==> config.mk <==
export PLATFORM = sky130hd
export DESIGN_NAME = cap_seal_unit
export DESIGN_NICKNAME = d
export VERILOG_FILES = /design/src/rtl/cap_pkg.sv /design/src/rtl/cap_type_gate.sv /design/src/rtl/cap_field_edit.sv /design/src/rtl/cap_seal_unit.sv
export SDC_FILE = /design/constraint.sdc
export NUM_CORES = 1
export LEC_CHECK = 0
export CAP_MARGIN = 20
export CELL_PAD_IN_SITES_DETAIL_PLACEMENT = 1
export CELL_PAD_IN_SITES_GLOBAL_PLACEMENT = 2
export CORE_MARGIN = 2
export CORE_UTILIZATION = 24
export CTS_BUF_LIST = sky130_fd_sc_hd__clkbuf_4 sky130_fd_sc_hd__clkbuf_8
export DETAILED_ROUTE_END_ITERATION = 10
export PLACE_DENSITY_LB_ADDON = 0.1
export SYNTH_ARGS = -nofsm -noshare
export SYNTH_HDL_FRONTEND = slang
export SYNTH_HIERARCHICAL = 1
export SYNTH_SLANG_ARGS = --single-unit
==> constraint.sdc <==
create_clock -name clk -period 0.8 [get_ports clk]
set_input_delay 0.16 -clock clk [delete_from_list [all_inputs] [get_ports clk]]
set_output_delay 0.16 -clock clk [all_outputs]
set_load 0.1 [all_outputs]
==> src/rtl/cap_pkg.sv <==
package cap_pkg;
  typedef enum logic [1:0] {
    OP_MODIFY = 2'b00,
    OP_SEAL   = 2'b01,
    OP_UNSEAL = 2'b10,
    OP_PASS   = 2'b11
  } cap_op_e;

  localparam int PERM_GLOBAL = 0;
  localparam int PERM_LOAD   = 1;
  localparam int PERM_STORE  = 2;
  localparam int PERM_EXEC   = 3;
  localparam int PERM_SEAL   = 4;
  localparam int PERM_UNSEAL = 5;
  localparam int PERM_USER   = 6;
endpackage

==> src/rtl/cap_type_gate.sv <==
// Decides whether a seal or unseal is granted and computes the resulting
// tag and object type. All other fields pass through untouched.
module cap_type_gate #(
  parameter int ADDR_W  = 32,
  parameter int OTYPE_W = 3
) (
  input  logic               do_unseal,
  input  logic               src_tag,
  input  logic [OTYPE_W-1:0] src_otype,
  input  logic               auth_tag,
  input  logic [ADDR_W-1:0]  auth_addr,
  input  logic               auth_seal_perm,
  input  logic               auth_unseal_perm,
  output logic               res_tag,
  output logic [OTYPE_W-1:0] res_otype
);
  logic src_sealed;
  logic addr_fits;
  logic addr_match;
  logic seal_grant;
  logic unseal_grant;
  logic grant;

  always_comb begin
    src_sealed   = (src_otype != '0);
    addr_fits    = (auth_addr != '0) && ((auth_addr >> OTYPE_W) == '0);
    addr_match   = (auth_addr == ADDR_W'(src_otype));
    seal_grant   = auth_tag && auth_seal_perm && !src_sealed && addr_fits;
    unseal_grant = auth_tag && auth_unseal_perm && src_sealed && addr_match;
    grant        = do_unseal ? unseal_grant : seal_grant;
    res_tag      = src_tag && grant;
    if (!grant)
      res_otype = src_otype;
    else if (do_unseal)
      res_otype = '0;
    else
      res_otype = auth_addr[OTYPE_W-1:0];
  end
endmodule

==> src/rtl/cap_field_edit.sv <==
// Applies address, bounds and permission edits; a touched sealed value
// loses its tag.
module cap_field_edit #(
  parameter int ADDR_W  = 32,
  parameter int PERM_W  = 7,
  parameter int OTYPE_W = 3
) (
  input  logic               src_tag,
  input  logic [ADDR_W-1:0]  src_addr,
  input  logic [PERM_W-1:0]  src_perm,
  input  logic [ADDR_W-1:0]  src_base,
  input  logic [ADDR_W-1:0]  src_top,
  input  logic [OTYPE_W-1:0] src_otype,
  input  logic               addr_en,
  input  logic [ADDR_W-1:0]  new_addr,
  input  logic               bnd_en,
  input  logic [ADDR_W-1:0]  new_base,
  input  logic [ADDR_W-1:0]  new_top,
  input  logic               perm_en,
  input  logic [PERM_W-1:0]  perm_mask,
  output logic               res_tag,
  output logic [ADDR_W-1:0]  res_addr,
  output logic [PERM_W-1:0]  res_perm,
  output logic [ADDR_W-1:0]  res_base,
  output logic [ADDR_W-1:0]  res_top
);
  logic touched;

  always_comb begin
    touched  = addr_en || bnd_en || perm_en;
    res_tag  = src_tag && !(touched && (src_otype != '0));
    res_addr = addr_en ? new_addr : src_addr;
    res_base = bnd_en  ? new_base : src_base;
    res_top  = bnd_en  ? new_top  : src_top;
    res_perm = perm_en ? (src_perm & perm_mask) : src_perm;
  end
endmodule

==> src/rtl/cap_seal_unit.sv <==
module cap_seal_unit
  import cap_pkg::*;
#(
  parameter int ADDR_W  = 32,
  parameter int PERM_W  = 7,
  parameter int OTYPE_W = 3
) (
  input  logic               clk,
  input  logic               rst_n,
  input  logic               i_valid,
  input  logic [1:0]         i_op,
  input  logic               src_tag,
  input  logic [ADDR_W-1:0]  src_addr,
  input  logic [PERM_W-1:0]  src_perm,
  input  logic [ADDR_W-1:0]  src_base,
  input  logic [ADDR_W-1:0]  src_top,
  input  logic [OTYPE_W-1:0] src_otype,
  input  logic               auth_tag,
  input  logic [ADDR_W-1:0]  auth_addr,
  input  logic               auth_seal_perm,
  input  logic               auth_unseal_perm,
  input  logic               mod_addr_en,
  input  logic [ADDR_W-1:0]  mod_addr,
  input  logic               mod_bnd_en,
  input  logic [ADDR_W-1:0]  mod_base,
  input  logic [ADDR_W-1:0]  mod_top,
  input  logic               mod_perm_en,
  input  logic [PERM_W-1:0]  mod_perm_mask,
  output logic               o_valid,
  output logic               o_tag,
  output logic [ADDR_W-1:0]  o_addr,
  output logic [PERM_W-1:0]  o_perm,
  output logic [ADDR_W-1:0]  o_base,
  output logic [ADDR_W-1:0]  o_top,
  output logic [OTYPE_W-1:0] o_otype,
  output logic               o_exec_sealed
);
  localparam int EXEC_BIT = PERM_EXEC;

  // Sealing and unsealing path
  logic               gate_tag;
  logic [OTYPE_W-1:0] gate_otype;

  cap_type_gate #(.ADDR_W(ADDR_W), .OTYPE_W(OTYPE_W)) u_gate (
    .do_unseal        (i_op == OP_UNSEAL),
    .src_tag          (src_tag),
    .src_otype        (src_otype),
    .auth_tag         (auth_tag),
    .auth_addr        (auth_addr),
    .auth_seal_perm   (auth_seal_perm),
    .auth_unseal_perm (auth_unseal_perm),
    .res_tag          (gate_tag),
    .res_otype        (gate_otype)
  );

  // Guarded edit path
  logic              edit_tag;
  logic [ADDR_W-1:0] edit_addr;
  logic [PERM_W-1:0] edit_perm;
  logic [ADDR_W-1:0] edit_base;
  logic [ADDR_W-1:0] edit_top;

  cap_field_edit #(.ADDR_W(ADDR_W), .PERM_W(PERM_W), .OTYPE_W(OTYPE_W)) u_edit (
    .src_tag   (src_tag),
    .src_addr  (src_addr),
    .src_perm  (src_perm),
    .src_base  (src_base),
    .src_top   (src_top),
    .src_otype (src_otype),
    .addr_en   (mod_addr_en),
    .new_addr  (mod_addr),
    .bnd_en    (mod_bnd_en),
    .new_base  (mod_base),
    .new_top   (mod_top),
    .perm_en   (mod_perm_en),
    .perm_mask (mod_perm_mask),
    .res_tag   (edit_tag),
    .res_addr  (edit_addr),
    .res_perm  (edit_perm),
    .res_base  (edit_base),
    .res_top   (edit_top)
  );

  // Next-state selection
  logic               nxt_tag;
  logic [ADDR_W-1:0]  nxt_addr;
  logic [PERM_W-1:0]  nxt_perm;
  logic [ADDR_W-1:0]  nxt_base;
  logic [ADDR_W-1:0]  nxt_top;
  logic [OTYPE_W-1:0] nxt_otype;
  logic               nxt_xs;

  always_comb begin
    nxt_tag   = src_tag;
    nxt_addr  = src_addr;
    nxt_perm  = src_perm;
    nxt_base  = src_base;
    nxt_top   = src_top;
    nxt_otype = src_otype;
    unique case (cap_op_e'(i_op))
      OP_MODIFY: begin
        nxt_tag  = edit_tag;
        nxt_addr = edit_addr;
        nxt_perm = edit_perm;
        nxt_base = edit_base;
        nxt_top  = edit_top;
      end
      OP_SEAL, OP_UNSEAL: begin
        nxt_tag   = gate_tag;
        nxt_otype = gate_otype;
      end
      OP_PASS: ;
      default: ;
    endcase
    nxt_xs = (nxt_otype != '0) && nxt_perm[EXEC_BIT];
  end

  // Result registers
  always_ff @(posedge clk or negedge rst_n) begin
    if (!rst_n) begin
      o_valid <= 1'b0;
    end else begin
      o_valid <= i_valid;
    end
  end

  always_ff @(posedge clk or negedge rst_n) begin
    if (!rst_n) begin
      o_tag         <= 1'b0;
      o_addr        <= '0;
      o_perm        <= '0;
      o_base        <= '0;
      o_top         <= '0;
      o_otype       <= '0;
      o_exec_sealed <= 1'b0;
    end else if (i_valid) begin
      o_tag         <= nxt_tag;
      o_addr        <= nxt_addr;
      o_perm        <= nxt_perm;
      o_base        <= nxt_base;
      o_top         <= nxt_top;
      o_otype       <= nxt_otype;
      o_exec_sealed <= nxt_xs;
    end
  end
endmodule

==> impl_metrics.sql <==
INSERT INTO impl_metrics (metric_group, metric, value, unit) VALUES
('route', 'detailedRoute.firstPassIterationCount', '4', ''),
('timing', 'worst_pin_slew', '0.373', 'ns'),
('floorplan', 'die_width', '173', 'µm'),
('power', 'power_per_cell_area', '1600', 'nW/µm²'),
('critical_path', 'cell_by_cell_listing_of_the_critical_path', 'dlygate4sd2_1 -> nor4_4 -> nand4_2 -> or4_1 -> a21o_1 -> nor4b_4 -> o41ai_2', ''),
('finish', 'final_nets', '1339', ''),
('timing', 'timing.final.crit_share', '192', '%'),
('timing', 'timing.slew.headroom', '75.0', '%'),
('floorplan', 'design.die.area', '30000', 'µm²'),
('logic_synthesis', 'netlist_top_cells_area', 'sky130_fd_sc_hd__dfrtp_1 (40%), sky130_fd_sc_hd__mux2i_1 (15%), sky130_fd_sc_hd__mux2_4 (11%)', ''),
('cts', 'cts_sinks', '109', ''),
('cts', 'clock_tree_from_tritoncts', 'built', ''),
('timing', 'report.final.hold_viol_count', '0', ''),
('critical_path', 'peak_fanout_along_the_critical_path', '2', ''),
('finish', 'post_route_cells_drive_above_1_share', '52.3', '%'),
('floorplan', 'io-pin-count', '362', ''),
('route', 'via_count', '6648', ''),
('logic_synthesis', 'synth_warnings', '6', ''),
('finish', 'n_fill_cell', '2876', ''),
('timing', 'grt_setup_unrepaired', 'yes', ''),
('critical_path', 'biggest_cell_delay_along_the_critical_path', '0.51', 'ns'),
('grt', 'grt_use_total', '18.2', '%'),
('timing', 'final.setup.worst_slack', '-0.733', 'ns'),
('critical_path', 'critPathBufInv', '1', ''),
('run_status', 'violated_checks', 'negative setup slack', ''),
('flow_run', 'cap_violations', '0', ''),
('timing', 'fmax', '652', 'MHz'),
('timing', 'setup_viol_count_final', '217', ''),
('logic_synthesis', 'post_synth_num_cell_types', '40', ''),
('run_status', 'run_status', 'complete, but fails checks', ''),
('floorplan', 'area_inside_the_core_boundary', '28000', 'µm²'),
('critical_path', 'r2r_setup_slk', '-0.14', 'ns'),
('timing', 'worst_clock_skew', '0', 'ns'),
('worst_hold_path', 'hold_depth', '2', ''),
('finish', 'syn2layout_area_growth', '109', '%'),
('floorplan', 'die_h', '173', 'µm'),
('critical_path', 'worstPathArrival', '1.80', 'ns'),
('route', 'post-route-drc-count', '0', ''),
('critical_path', 'crit_slowest_cell', 'sky130_fd_sc_hd__or4_1', ''),
('power', 'share_clk_of_total_power', '15.5', '%'),
('route', 'drt_iter0_drc', '198', ''),
('timing', 'finalWorstPathRequiredPeriod', '1.53', 'ns'),
('critical_path', 'rr_endpoint', 'o_top[24]', ''),
('grt', 'antenna_violations_before_repair', '1', ''),
('power', 'p_seq_share', '31.2', '%'),
('critical_path', 'worstSetupPathType', 'in2reg', ''),
('placed_design', 'detailed_place.area', '13000', 'µm²'),
('logic_synthesis', 'post-synth-top-area-cell', 'sky130_fd_sc_hd__dfrtp_1', ''),
('cts', 'tritoncts.num_buffers', '9', ''),
('logic_synthesis', 'synthesis.area', '6870', 'µm²'),
('power', 'swShare', '42.0', '%'),
('logic_synthesis', 'sequential_to_total_area_share_from_yosys_stat', '39.7', '%'),
('critical_path', 'cp_data_required_time', '1.07', 'ns'),
('finish', 'register_area', '3140', 'µm²'),
('route', 'wire_per_inst', '18.9', 'µm'),
('power', 'power_leakage', '5.73', 'nW'),
('route', 'drt-vias-per-instance', '4.53', ''),
('power', 'power.total', '23.0', 'mW'),
('worst_hold_path', 'worst_hold_path.endpoint', 'o_top[10]', ''),
('power', 'power_switching', '9.65', 'mW'),
('floorplan', 'std_cell_rows', '61', ''),
('placed_design', 'io_buffers', '361', ''),
('grt', 'grt_pass1_wl', '42600', 'µm'),
('route', 'post_detailed_route_count_of_antenna_violating_nets', '0', ''),
('finish', 'multi_input_comb_area', '4430', 'µm²'),
('critical_path', 'r2r_cells', '3', ''),
('floorplan', 'initial_utilization', '24.5', '%'),
('logic_synthesis', 'postSynthAreaPerCell', '10.8', 'µm²'),
('logic_synthesis', 'syn_inst', '638', ''),
('critical_path', 'cp-start-kind', 'primary input', ''),
('logic_synthesis', 'postSynthRegisterBits', '109', '');
-- per-stage QoR --
stage | cells | hold slack, ns | setup slack (ns) | util (%) | TNS, ns
2_1_floorplan | 638 | -0.136 | -0.916 | - | -29.82
3_3_place_gp | 1418 | 0.0628 | -1.63 | 46.6 | -116.60
3_5_place_dp | 1418 | 0.0585 | -1.74 | 46.6 | -118.46
4_1_cts | 1456 | 0.116 | -0.761 | 50.0 | -80.47
5_1_grt | 1466 | 0.138 | -0.821 | 51.3 | -76.54
6_report | 1466 | 0.132 | -0.733 | 51.3 | -68.43
-- state kept, by name, summed over array words and instances, names as in the netlist --
register and flops:
o_addr 32, o_base 32, o_exec_sealed 1, o_otype 3, o_perm 7, o_tag 1
o_top 32, o_valid 1
-- cells in the mapped netlist, drive strengths merged --
cell,count
a21boi,7
a21o,1
a21oi,106
a221oi,1
and3,1
buf,41
clkbuf,7
dfrtp,109
ha,3
inv,13
mux2,96
mux2i,106
nand2,2
nand2b,2
nand3,2
nand4,3
nor2,108
nor2b,1
nor3,2
nor4,10
nor4b,2
o211ai,2
o21a,2
o21ai,2
o21bai,1
o22ai,1
o31ai,1
o41ai,1
or3,2
or4,1
xnor2,2
-- cell families (layout without fill, tap and decap cells) --
kind of cell / count (synthesis) / in the layout / share of synthesized area [%]
muxes: 202 / 202 / 33.9
and+or+nand+nor: 136 / 136 / 8.98
AOI/OAI and AO/OA: 125 / 125 / 9.75
DFF: 109 / 109 / 39.7
buffers and inverters: 61 / 510 / 6.89
adders and majority gates: 3 / 3 / 0.547
xor gates and xnor gates: 2 / 2 / 0.255
other: 0 / 1 / 0
-- layout make-up --
class	count	share of cell area, %
repair buffers	482	42.1
multi-input cells	468	30.8
flip-flops and latches	109	21.8
well taps	378	3.29
clock buffers	10	0.914
inverters	13	0.540
clock inverters	5	0.427
diodes	1	0.0174
-- routing by layer --
layer | GRT usage, % | vias to the layer above | part of all wire, %
li1 | - | 3151 | -
met1 | 21.8 | 3232 | 41
met2 | 30.9 | 229 | 50
met3 | 5.63 | 36 | 6.5
met4 | 6.43 | 0 | 2.9
met5 | 0 | - | 0
-- timing repair --
item,in CTS,in global routing
hold buffers,1,0
endpoints found under the setup margin,217,217
buffers inserted,11,19
hold endpoints to repair,109,0
gates resized for setup,214,95
gates cloned,11,0
pin swaps,31,27
-- cell usage in the layout, fill, tap and decap left out, types with 2 or more instances in the layout --
cell type and count:
sky130_fd_sc_hd__a21boi_0 6, sky130_fd_sc_hd__a21oi_1 77, sky130_fd_sc_hd__a21oi_2 29, sky130_fd_sc_hd__buf_12 137
sky130_fd_sc_hd__buf_16 5, sky130_fd_sc_hd__buf_2 16, sky130_fd_sc_hd__buf_4 75, sky130_fd_sc_hd__buf_6 19
sky130_fd_sc_hd__buf_8 6, sky130_fd_sc_hd__clkbuf_8 9, sky130_fd_sc_hd__clkdlybuf4s15_1 6, sky130_fd_sc_hd__clkdlybuf4s50_1 209
sky130_fd_sc_hd__clkinvlp_4 3, sky130_fd_sc_hd__dfrtp_4 109, sky130_fd_sc_hd__dlygate4sd2_1 7, sky130_fd_sc_hd__ha_4 2
sky130_fd_sc_hd__inv_1 10, sky130_fd_sc_hd__mux2_2 35, sky130_fd_sc_hd__mux2_4 61, sky130_fd_sc_hd__mux2i_1 65
sky130_fd_sc_hd__mux2i_2 6, sky130_fd_sc_hd__mux2i_4 35, sky130_fd_sc_hd__nand2_1 2, sky130_fd_sc_hd__nand2b_1 2
sky130_fd_sc_hd__nand3_1 2, sky130_fd_sc_hd__nand4_1 2, sky130_fd_sc_hd__nor2_1 108, sky130_fd_sc_hd__nor3_1 2
sky130_fd_sc_hd__nor4_1 3, sky130_fd_sc_hd__nor4_4 7, sky130_fd_sc_hd__nor4b_4 2, sky130_fd_sc_hd__o211ai_1 2
sky130_fd_sc_hd__o21a_1 2, sky130_fd_sc_hd__o21ai_0 2, sky130_fd_sc_hd__or3_1 2, sky130_fd_sc_hd__xnor2_1 2
-- power by group through the flow --
stage	sequential (mW)	clock [mW]	combinational, mW
2_1_floorplan	11.5	0	2.02
3_3_place_gp	7.27	0	11.4
3_5_place_dp	7.30	0	11.5
4_1_cts	7.18	3.71	12.1
5_1_grt	7.26	3.95	12.8
6_report	7.17	3.56	12.3
-- how the worst max path moves through the flow --
stage / slack (ns) / cells after the start / endpoint / startpoint
2_1_floorplan: -0.92 / 6 / o_exec_sealed / auth_addr[24]
3_3_place_gp: -1.63 / 10 / o_exec_sealed / i_op[0]
3_5_place_dp: -1.74 / 10 / o_exec_sealed / i_op[0]
4_1_cts: -0.76 / 7 / o_exec_sealed / auth_addr[22]
5_1_grt: -0.82 / 8 / o_exec_sealed / auth_addr[3]
6_report: -0.73 / 7 / o_exec_sealed / auth_addr[27]
Power figures use the tool's default switching activity.
